==> src/rtl/acc_alu_pkg.sv <==
package acc_alu_pkg;
  localparam int unsigned DATA_W = 8;

  typedef struct packed {
    logic neg;
    logic ovf;
    logic zero;
    logic carry;
  } flags_t;
endpackage

==> src/rtl/acc_alu_opsel.sv <==
// Conditions the second adder input: per-bit invert on subtract.
module acc_alu_opsel #(
  parameter int unsigned W = 8
) (
  input  logic [W-1:0] operand_i,
  input  logic         sub_i,
  output logic [W-1:0] operand_o
);
  for (genvar i = 0; i < W; i++) begin : g_inv
    assign operand_o[i] = operand_i[i] ^ sub_i;
  end
endmodule

==> src/rtl/acc_alu_adder.sv <==
module acc_alu_adder #(
  parameter int unsigned W = 8
) (
  input  logic [W-1:0] a_i,
  input  logic [W-1:0] b_i,
  input  logic         cin_i,
  output logic [W:0]   sum_o
);
  assign sum_o = {1'b0, a_i} + {1'b0, b_i} + {{W{1'b0}}, cin_i};
endmodule

==> src/rtl/acc_alu_flags.sv <==
module acc_alu_flags
  import acc_alu_pkg::*;
#(
  parameter int unsigned W = 8
) (
  input  logic [W-1:0] a_i,
  input  logic [W-1:0] b_i,
  input  logic [W:0]   sum_i,
  output flags_t       flags_o
);
  localparam int unsigned MSB = W - 1;

  logic res_msb;
  assign res_msb = sum_i[MSB];

  always_comb begin
    flags_o.neg   = res_msb;
    // signed overflow: inputs agree in sign, result differs
    flags_o.ovf   = (~a_i[MSB] & ~b_i[MSB] & res_msb) | (a_i[MSB] & b_i[MSB] & ~res_msb);
    flags_o.zero  = (sum_i[W-1:0] == '0);
    flags_o.carry = sum_i[W];
  end
endmodule

==> src/rtl/acc_alu.sv <==
module acc_alu
  import acc_alu_pkg::*;
#(
  parameter int unsigned W = DATA_W
) (
  input  logic         clk_i,
  input  logic         rst_ni,
  input  logic         op_valid_i,
  input  logic         op_sub_i,
  input  logic [W-1:0] operand_i,
  input  logic         acc_load_i,
  input  logic [W-1:0] acc_load_val_i,
  input  logic         carry_load_i,
  input  logic         carry_load_val_i,
  output logic [W-1:0] acc_o,
  output logic         neg_o,
  output logic         ovf_o,
  output logic         zero_o,
  output logic         carry_o
);
  logic [W-1:0] acc_q;
  flags_t       flags_q, flags_nxt;
  logic [W-1:0] b_in;
  logic [W:0]   sum;
  logic         any_load, do_op;

  acc_alu_opsel #(.W(W)) u_opsel (
    .operand_i (operand_i),
    .sub_i     (op_sub_i),
    .operand_o (b_in)
  );

  acc_alu_adder #(.W(W)) u_adder (
    .a_i   (acc_q),
    .b_i   (b_in),
    .cin_i (flags_q.carry),
    .sum_o (sum)
  );

  acc_alu_flags #(.W(W)) u_flags (
    .a_i     (acc_q),
    .b_i     (b_in),
    .sum_i   (sum),
    .flags_o (flags_nxt)
  );

  assign any_load = acc_load_i | carry_load_i;
  assign do_op    = op_valid_i & ~any_load;

  always_ff @(posedge clk_i or negedge rst_ni) begin
    if (!rst_ni) begin
      acc_q   <= '0;
      flags_q <= '0;
    end else if (any_load) begin
      if (acc_load_i)   acc_q         <= acc_load_val_i;
      if (carry_load_i) flags_q.carry <= carry_load_val_i;
    end else if (do_op) begin
      acc_q   <= sum[W-1:0];
      flags_q <= flags_nxt;
    end
  end

  assign acc_o   = acc_q;
  assign neg_o   = flags_q.neg;
  assign ovf_o   = flags_q.ovf;
  assign zero_o  = flags_q.zero;
  assign carry_o = flags_q.carry;
endmodule

==> config.mk <==
export PLATFORM = sky130hd
export DESIGN_NAME = acc_alu
export DESIGN_NICKNAME = d
export VERILOG_FILES = /design/src/rtl/acc_alu_pkg.sv /design/src/rtl/acc_alu_opsel.sv /design/src/rtl/acc_alu_adder.sv /design/src/rtl/acc_alu_flags.sv /design/src/rtl/acc_alu.sv
export SDC_FILE = /design/constraint.sdc
export NUM_CORES = 1
export LEC_CHECK = 0
export CORE_MARGIN = 3
export CORE_UTILIZATION = 50
export CTS_BUF_LIST = sky130_fd_sc_hd__clkbuf_8
export DETAILED_ROUTE_END_ITERATION = 10
export PLACE_DENSITY = 0.87
export SKIP_CTS_REPAIR_TIMING = 1
export SYNTH_ARGS = -nofsm -noshare
export SYNTH_HDL_FRONTEND = slang
export SYNTH_SLANG_ARGS = --single-unit
==> constraint.sdc <==
create_clock -name clk_i -period 6.6 [get_ports clk_i]
set_clock_uncertainty 0.15 [all_clocks]
set_input_delay 0.66 -clock clk_i [delete_from_list [all_inputs] [get_ports clk_i]]
set_output_delay 0.66 -clock clk_i [all_outputs]
set_load 0.05 [all_outputs]
==> summary.txt, run 1 <==
Setup path
  – Crit path required time: 6.58 ns
  – Worst reg2reg path depth: 7
  – Worst path slowest cell: clkdlybuf4s50_1
  – Crit path buffers/inverters: 1
  – Critical path's top delay family: compound AO/OA/AOI/OAI gates
  – Worst path max stage delay: 0.65 ns
  – CP Launch Type: input port
  – CP max FO: 8
  – Type of element capturing the critical path: register
  – Worst reg2reg startpoint: acc_o[0]
  – Most used cell, CP: fa_1
  – CP Cell Sequence: clkdlybuf4s50_1 -> xor2_1 -> fa_1 -> fa_1 -> a21o_1 -> a221oi_2 -> o21bai_1 -> a2111oi_2 -> o21ai_1
  – Reg2reg setup slack: 3.95 ns
  – WS Path Type: in -> reg
  – R2R Path End: carry_o
  – WP data arrival: 3.51 ns

Layout
  – Fin cells: 163
  – Most common cell after layout, fill and taps aside: clkdlybuf4s50_1
  – Nets: 172
  – Layout cells sized above 1: 0.0870
  – Reg area: 300 um2
  – Fillers: 127
  – Area of the multi-input gates: 669 um2
  – Most frequent cells in the layout: 34 x clkdlybuf4s50_1, 12 x dfrtp_1, 11 x xor2_1
  – Syn-to-layout area delta: 41.6%
  – Antenna diode count: 0

Timing
  – Finish-stage setup viols: 0
  – Setup TNS: 0 ns
  – Max_slew headroom: 0.592
  – Final count of hold timing violations: 0
  – Max-slew violation count: 0
  – Crit path time final: 3.53 ns
  – Slew @ Worst Pin: 0.610 ns
  – Part of the cycle the worst path needs: 0.535
  – Fmax: 283 MHz
  – RSZ-0062 raised after global routing: no
  – Final hold slack: 0.347 ns

Floorplanning
  – Core ar.: 1800 um2
  – Starting Density: 0.555
  – Full die area: 2570 um2
  – Width of the die: 50.7 um
  – Rows: 15
  – Ports: 35
  – DIE HEIGHT: 50.7 um

Global routing
  – Initial antenna violation count: 0
  – Global-route wire length before repair: 4.66 mm
  – GRT Util Overall: 0.240
  – Congestion Overflow GR: 0
  – Vias in the first global route: 967
  – Largest net degree at the start of global routing: 13

Clock network
  – Worst-path clk slew: 0.06 ns
  – Max Root-Sink Buffers: 2
  – Num CTS Buffers: 3
  – Skew-Pair Late Insertion Delay: 0.25 ns
  – Clock sinks: 12
  – H-tree levels: 1
  – CTS tree: built
  – CTS root buf: clkbuf_8

Min path
  – Worst hold path endpoint: zero_o
  – Worst hold path class: reg -> reg
  – WHS Path Cells: 2
  – HP Start: zero_o

Power
  – Pleak: 0.619 nW
  – Clock power share: 0.214
  – PwrDens: 275 nW/um2
  – Power share of the combinational group: 0.537
  – Power, Total: 0.389 mW
  – Sequential Power Share: 0.249
  – P_sw: 0.164 mW
  – Maximum VDD drop: 0.198 mV
  – Sw frac: 0.422
  – Power Internal: 0.225 mW

Logic synthesis
  – Cells after Synth: 103
  – Synth Cell Area: 1000 um2
  – Area share of the largest cell type after synthesis: 0.300
  – Unique masters post-synth: 37
  – Dominant cell type by area after synthesis: dfrtp_1
  – Top_reg_cell synth: dfrtp_1
  – Area contributors post-synth: dfrtp_1 30%, ha_1 10%, xor2_1 9.6%
  – Seq/Total Area, Yosys: 0.300
  – Flop and latch count out of synthesis: 12
  – Post-synth ARST share: 1.00
  – Post-synth EDFFs: 0
  – Avg Cell Area, Syn: 9.71 um2
  – Syn Nets: 136
  – Synth Warn #: 0

Detailed routing
  – Pre-antenna DRT Iters: 4
  – Antenna Nets Post-Route: 0
  – WL/cell: 16.5 um
  – Routed WL: 2.70 mm
  – Via count of the routed design: 968
  – Drc violations: 0
  – 1st-iter DRT viols: 21
  – Vias per cell: 5.94

Placement
  – Number of placed instances, taps included: 159
  – I/O Buffers: 34
  – Gpl congestion: 0.908
  – HPWL after DPL: 2.05 mm

Outcome
  – Status: completed

Flow run
  – Max_cap viols: 0
-- kinds of logic (layout without fill, tap and decap cells) --
kind of cell,Yosys count,count (layout),synth area share
simple gates,23,23,0.119
xor+xnor,12,12,0.105
mux,3,3,0.0350
flops,12,12,0.300
compound gates,35,35,0.270
fa+ha+maj,10,10,0.140
buf+inv,8,43,0.0300
-- metal layers --
metal / vias up / GRT usage / part of all wire
li1: 450 / - / -
met1: 468 / 0.285 / 0.43
met3: 7 / 0.0564 / 0.061
met5: - / 0 / 0
met2: 43 / 0.413 / 0.49
met4: 0 / 0.0987 / 0.023
-- Yosys cell counts (all sizes together), types with 2 or more instances --
cell type / count
dfrtp: 12
xor2: 11
nand2: 10
ha: 8
o21ai: 7
a21oi: 6
inv: 5
a21o: 4
o211ai: 4
o21a: 4
and3: 3
clkbuf: 3
a2111oi: 2
fa: 2
mux2i: 2
-- metrics by stage --
step	util	instance area, um2	setup slack (ns)
global placement	0.755	1360	2.92
global route	0.785	1420	2.91
floorplan	-	1000	3.40
finish	0.785	1420	3.07
CTS	0.785	1420	3.07
detailed placement	0.755	1360	2.81
-- sequential cells by signal (all words and copies together), names as in the netlist --
name,flops
carry_o,1
acc_o,8
neg_o,1
zero_o,1
ovf_o,1
-- layout make-up --
cell class / instances / area share
inverter: 5 / 0.0133
timing repair buffer: 34 / 0.240
sequential: 12 / 0.212
tap: 25 / 0.0221
multi-input combinational: 83 / 0.473
clock buffer: 4 / 0.0389
-- power by group through the flow --
| stage | clock [mW] | combinational, mW | sequential [mW] |
|---|---|---|---|
| 6_report | 0.0834 | 0.209 | 0.0968 |
| 5_1_grt | 0.0891 | 0.225 | 0.0993 |
| 4_1_cts | 0.0840 | 0.207 | 0.0968 |
| 3_5_place_dp | 0 | 0.206 | 0.0980 |
| 3_3_place_gp | 0 | 0.202 | 0.0972 |
| 2_1_floorplan | 0 | 0.0979 | 0.142 |
-- worst register-to-register path: cells and delay by family (launching register included) --
family,cells,cell delay [ns]
AO/OA/AOI/OAI,5,1.08
flip-flops,1,0.42
adder cells (fa/ha/maj),2,0.90
-- how the worst max path moves through the flow --
stage,cells after the start,to,slack [ns],startpoint
final,9,carry_o,3.07,op_sub_i
after global routing,9,carry_o,2.91,op_sub_i
after CTS,9,carry_o,3.07,op_sub_i
after detailed placement,9,carry_o,2.81,op_sub_i
after global placement,9,carry_o,2.92,op_sub_i
after floorplan,9,carry_o,3.40,op_sub_i
(Power assumes the default switching activity.)
==> inputs of run 2 (changes only) <==
--- a/config.mk
+++ b/config.mk
@@ -6,10 +6,10 @@
 export NUM_CORES = 1
 export LEC_CHECK = 0
 export CORE_MARGIN = 3
-export CORE_UTILIZATION = 50
+export CORE_UTILIZATION = 46
 export CTS_BUF_LIST = sky130_fd_sc_hd__clkbuf_8
 export DETAILED_ROUTE_END_ITERATION = 10
-export PLACE_DENSITY = 0.87
+export PLACE_DENSITY = 0.81
 export SKIP_CTS_REPAIR_TIMING = 1
 export SYNTH_ARGS = -nofsm -noshare
 export SYNTH_HDL_FRONTEND = slang
==> constraint.sdc (replaced) <==
create_clock -name clk_i -period 3.5 [get_ports clk_i]
set_clock_uncertainty 0.15 [all_clocks]
set_input_delay 0.35 -clock clk_i [delete_from_list [all_inputs] [get_ports clk_i]]
set_output_delay 0.35 -clock clk_i [all_outputs]
set_load 0.05 [all_outputs]
==> summary.txt, run 2 (synthesis results as in run 1) <==
Clock network
  – Num CTS Buffers: 3 (unchanged)
  – CTS root buf: clkbuf_8
  – Clock sinks: 12 (unchanged)
  – Skew-Pair Late Insertion Delay: 0.24 ns (about the same)
  – H-tree levels: 1 (unchanged)
  – CTS tree: built
  – Worst-path clk slew: 0.06 ns (about the same)
  – Max Root-Sink Buffers: 2 (unchanged)

Layout
  – Nets: 173 (+0.58%)
  – Core Util, Final: 0.712 (-0.0735)
  – Design area: 1430 um2 (+0.71%)
  – Reg area: 300 um2 (unchanged)
  – Most frequent cells in the layout: 34 x clkdlybuf4s50_1, 12 x dfrtp_1, 11 x xor2_1
  – Layout cells sized above 1: 0.0935 (+0.00657)
  – Most common cell after layout, fill and taps aside: clkdlybuf4s50_1
  – Area of the multi-input gates: 669 um2 (unchanged)
  – Syn-to-layout area delta: 42.6%
  – Max FFs per register: 8 (unchanged)
  – Fillers: 167 (+31%)
  – Antenna diode count: 0 (unchanged)

Floorplanning
  – DIE HEIGHT: 52.6 um (+3.8%)
  – Ports: 35 (unchanged)
  – Full die area: 2770 um2 (+7.7%)
  – Core ar.: 2000 um2 (+11%)
  – Width of the die: 52.6 um (+3.8%)
  – Starting Density: 0.499 (-0.0555)
  – Rows: 16 (+1)

Placement
  – I/O Buffers: 34 (unchanged)
  – HPWL after DPL: 1.98 mm (-3.3%)
  – Gpl congestion: 0.880 (-3.1%)
  – Placed inst area: 1370 um2 (+0.74%)

Setup path
  – R2R Path End: carry_o
  – Worst setup path endpoint: carry_o
  – CP max FO: 2 (-6)
  – Crit path required time: 3.46 ns (-3.12 ns)
  – CP Launch Type: input port
  – Worst reg2reg path depth: 7 (unchanged)
  – Critical Path Source: op_sub_i
  – Worst reg2reg startpoint: acc_o[0]
  – Type of element capturing the critical path: register
  – WP data arrival: 2.93 ns (-0.58 ns)
  – WS Path Type: in -> reg
  – Reg2reg setup slack: 0.81 ns (-3.14 ns)

Timing
  – Max_slew headroom: 0.607 (+0.0146)
  – Max-slew violation count: 0 (unchanged)
  – Setup TNS: 0 ns (unchanged)
  – Slew @ Worst Pin: 0.588 ns (-0.0218 ns)
  – Part of the cycle the worst path needs: 0.849
  – Finish-stage setup viols: 0 (unchanged)
  – RSZ-0062 raised after global routing: no
  – Crit path time final: 2.97 ns
  – Fmax: 337 MHz
  – Final count of hold timing violations: 0 (unchanged)

Power
  – Sw frac: 0.414 (-0.00820)
  – Power share of the combinational group: 0.535 (-0.002)
  – Clock power share: 0.213 (about the same)
  – Sequential Power Share: 0.253 (+0.004)
  – Maximum VDD drop: 0.327 mV (+65%)
  – Pleak: 0.624 nW (+0.78%)
  – PwrDens: 508 nW/um2 (+85%)
  – Power Internal: 0.425 mW (+89%)
  – P_sw: 0.299 mW (+83%)

Global routing
  – Largest net degree at the start of global routing: 13 (unchanged)
  – Initial antenna violation count: 0 (unchanged)
  – Vias in the first global route: 939 (-2.9%)
  – GRT Util Overall: 0.187 (-0.0536)
  – Congestion Overflow GR: 0 (unchanged)
  – Global-route wire length before repair: 3.89 mm (-16%)

Detailed routing
  – Via count of the routed design: 948 (-2.1%)
  – Routed WL: 2.49 mm (-7.5%)
  – Antenna Nets Post-Route: 0 (unchanged)
  – Pre-antenna DRT Iters: 4 (unchanged)
  – WL/cell: 15.0 um (-9.2%)
  – 1st-iter DRT viols: 14 (-33%)
  – Drc violations: 0 (unchanged)
  – Vias per cell: 5.71 (-3.8%)

Min path
  – Worst hold path class: in -> async

Flow run
  – Max_cap viols: 0 (unchanged)

Outcome
  – Status: completed
==> run 2: how the worst min path moves through the flow <==
stage	start	endpoint	depth (start not counted)
5_1_grt	rst_ni	acc_o[0]	1
6_report	rst_ni	acc_o[1]	1
4_1_cts	rst_ni	acc_o[1]	1
3_3_place_gp	zero_o	zero_o	2
2_1_floorplan	rst_ni	acc_o[0]	0
3_5_place_dp	zero_o	zero_o	2
==> run 2: layout make-up <==
cell class | instances | area share
clock buffer | 4 | 0.0386
timing repair buffer | 35 | 0.244
inverter | 5 | 0.0132
tap | 27 | 0.0237
sequential | 12 | 0.211
multi-input combinational | 83 | 0.470
==> run 2: critical path: stages <==
cell             delay (ns)
clkdlybuf4s50_1        0.46
xor2_1                 0.19
fa_1                   0.40
fa_1                   0.42
a21o_1                 0.20
a221oi_2               0.28
o21bai_1               0.11
a2111oi_2              0.40
o21ai_1                0.12
==> run 2: through the flow <==
step,cells,power (mW),worst slack [ns],hold slack [ns]
finish,166,0.724,0.528,0.335
detailed placement,162,0.571,0.304,0.340
floorplan,103,0.452,0.614,-0.0956
global placement,162,0.563,0.386,0.342
global route,166,0.762,0.416,0.378
CTS,166,0.725,0.520,0.350
==> run 2: per-layer routing <==
metal  vias up  routed length (um)  GRT usage
li1        450                   -          -
met1       462                1100      0.240
met2        32                1220      0.312
met3         4                 135     0.0199
met4         0                  35     0.0809
met5         -                   0          0
==> run 2: power groups by stage <==
| stage | registers, mW | clock network, mW | logic (mW) |
|---|---|---|---|
| 2_1_floorplan | 0.267 | 0 | 0.185 |
| 3_3_place_gp | 0.184 | 0 | 0.379 |
| 3_5_place_dp | 0.186 | 0 | 0.385 |
| 4_1_cts | 0.183 | 0.153 | 0.388 |
| 5_1_grt | 0.186 | 0.160 | 0.417 |
| 6_report | 0.183 | 0.154 | 0.387 |
==> inputs of run 3 (changes only) <==
--- a/config.mk
+++ b/config.mk
@@ -6,10 +6,10 @@
 export NUM_CORES = 1
 export LEC_CHECK = 0
 export CORE_MARGIN = 3
-export CORE_UTILIZATION = 46
+export CORE_UTILIZATION = 42
 export CTS_BUF_LIST = sky130_fd_sc_hd__clkbuf_8
 export DETAILED_ROUTE_END_ITERATION = 10
-export PLACE_DENSITY = 0.81
+export PLACE_DENSITY = 0.78
 export SKIP_CTS_REPAIR_TIMING = 1
 export SYNTH_ARGS = -nofsm -noshare
 export SYNTH_HDL_FRONTEND = slang
==> constraint.sdc (replaced) <==
create_clock -name clk_i -period 2.45 [get_ports clk_i]
set_clock_uncertainty 0.15 [all_clocks]
set_input_delay 0.245 -clock clk_i [delete_from_list [all_inputs] [get_ports clk_i]]
set_output_delay 0.245 -clock clk_i [all_outputs]
set_load 0.05 [all_outputs]
==> summary.txt, run 3 (synthesis results as in run 1) <==
Detailed routing
  – WL/cell: 15.9 um (+5.8%)
  – Via count of the routed design: 1000 (+5.5%)
  – Drc violations: 0 (unchanged)
  – Vias per cell: 5.49 (-3.8%)
  – 1st-iter DRT viols: 10 (-4)
  – Antenna Nets Post-Route: 0 (unchanged)
  – Routed WL: 2.89 mm (+16%)
  – Pre-antenna DRT Iters: 4 (unchanged)

Power
  – Power Internal: 0.674 mW (+59%)
  – PwrDens: 736 nW/um2 (+45%)
  – Sequential Power Share: 0.229 (-0.024)
  – Clock power share: 0.206 (-0.007)
  – Pleak: 0.713 nW (+14%)
  – Power share of the combinational group: 0.565 (+0.030)
  – Sw frac: 0.413 (-0.00102)
  – Maximum VDD drop: 0.609 mV (+87%)
  – Power, Total: 1.15 mW (+58%)
  – P_sw: 0.473 mW (+58%)

Floorplanning
  – DIE HEIGHT: 54.8 um (+4.1%)
  – Core ar.: 2230 um2 (+12%)
  – Starting Density: 0.448 (-0.0518)
  – Width of the die: 54.8 um (+4.1%)
  – Full die area: 3000 um2 (+8.4%)
  – Ports: 35 (unchanged)
  – Rows: 17 (+1)

Timing
  – Part of the cycle the worst path needs: 1.03
  – Final count of hold timing violations: 0 (unchanged)
  – Setup WS post-layout: -0.0732 ns (-0.602 ns)
  – Max-slew violation count: 0 (unchanged)
  – Max_slew headroom: 0.578 (-0.0282)
  – Finish-stage setup viols: 1 (+1)
  – Fmax: 396 MHz
  – Final hold slack: 0.225 ns (-0.110 ns)
  – Slew @ Worst Pin: 0.630 ns (+0.0421 ns)
  – RSZ-0062 raised after global routing: yes
  – Crit path time final: 2.52 ns

Setup path
  – R2R Path End: carry_o
  – Worst path slowest cell: dfrtp_2
  – Worst reg2reg startpoint: acc_o[0]
  – CP max FO: 3 (+1)
  – CP Cell Sequence: fa_2 -> fa_2 -> a21o_1 -> a221oi_2 -> o21bai_1 -> a2111oi_2 -> o21ai_1
  – Worst reg2reg path depth: 7 (unchanged)
  – Most used cell, CP: fa_2
  – Type of element capturing the critical path: register
  – CP Launch Type: register
  – Worst path max stage delay: 0.43 ns (-0.03 ns)
  – Crit path required time: 2.43 ns (-1.03 ns)
  – Reg2reg setup slack: -0.07 ns (-0.88 ns)
  – WP data arrival: 2.51 ns (-0.42 ns)
  – WS Path Type: reg -> reg
  – Crit path buffers/inverters: 0 (-1)
  – Critical path depth in cells: 7 (-2)
  – Critical path's top delay family: compound AO/OA/AOI/OAI gates
  – Critical Path Source: acc_o[0]
  – Worst setup path endpoint: carry_o

Outcome
  – Failing checks: setup timing
  – Status: finished, violations left

Global routing
  – Congestion Overflow GR: 0 (unchanged)
  – Vias in the first global route: 1019 (+8.5%)
  – GRT Util Overall: 0.223 (+0.0360)
  – Initial antenna violation count: 0 (unchanged)
  – Global-route wire length before repair: 4.57 mm (+17%)
  – Largest net degree at the start of global routing: 13 (unchanged)

Clock network
  – CTS tree: built
  – Skew-Pair Late Insertion Delay: 0.26 ns (+0.02 ns)
  – Worst-path clk slew: 0.06 ns (about the same)
  – CTS root buf: clkbuf_8
  – H-tree levels: 1 (unchanged)
  – Max Root-Sink Buffers: 2 (unchanged)
  – Clock sinks: 12 (unchanged)
  – Num CTS Buffers: 3 (unchanged)

Placement
  – Number of placed instances, taps included: 177 (+9.3%)
  – I/O Buffers: 34 (unchanged)
  – Gpl congestion: 0.899 (+2.2%)
  – HPWL after DPL: 2.19 mm (+10%)

Min path
  – Worst hold path class: in -> async

Layout
  – Max FFs per register: 8 (unchanged)
  – Antenna diode count: 0 (unchanged)
  – Syn-to-layout area delta: 55.9%
  – Nets: 188 (+8.7%)
  – Fin cells: 182 (+9.6%)
  – Layout cells sized above 1: 0.214 (+0.121)
  – Most common cell after layout, fill and taps aside: clkdlybuf4s50_1
  – Most frequent cells in the layout: 32 x clkdlybuf4s50_1, 16 x buf_4, 10 x xor2_1, 10 x nand2_1, 10 x dfrtp_1

Flow run
  – Max_cap viols: 0 (unchanged)
[run 3: how the worst min path moves through the flow]
stage,start,end,depth (start not counted)
2_1_floorplan,rst_ni,acc_o[0],0
3_3_place_gp,ovf_o,ovf_o,2
3_5_place_dp,zero_o,zero_o,2
4_1_cts,rst_ni,acc_o[3],1
5_1_grt,rst_ni,acc_o[1],1
6_report,rst_ni,acc_o[3],1
[run 3: metal layers]
metal / vias to the layer above / GRT usage / wire, um
li1: 482 / - / -
met1: 487 / 0.253 / 1190
met2: 26 / 0.380 / 1510
met3: 5 / 0.0599 / 149
met4: 0 / 0.108 / 40
met5: - / 0 / 0
[run 3: area by class of cell]
class | count | area, um2
clock buffer | 4 | 55.1
sequential | 12 | 303
inverter | 5 | 18.8
tap | 28 | 35.0
fill | 174 | 674
timing repair buffer | 50 | 465
multi-input combinational | 83 | 682
[run 3: power groups by stage]
stage | clock network (mW) | logic, mW | registers [mW]
2_1_floorplan | 0 | 0.269 | 0.383
3_3_place_gp | 0 | 0.615 | 0.263
3_5_place_dp | 0 | 0.626 | 0.265
4_1_cts | 0.239 | 0.633 | 0.263
5_1_grt | 0.247 | 0.693 | 0.268
6_report | 0.237 | 0.648 | 0.263
[run 3: through the flow]
step           cell area, um2  setup TNS (ns)  utilization  worst slack (ns)
2_1_floorplan            1020         -0.0823            -           -0.0823
3_3_place_gp             1490           -3.43        0.668            -0.499
3_5_place_dp             1490           -3.83        0.668            -0.602
4_1_cts                  1550           -1.26        0.692            -0.348
5_1_grt                  1560          -0.236        0.698            -0.108
6_report                 1560         -0.0732        0.698           -0.0732
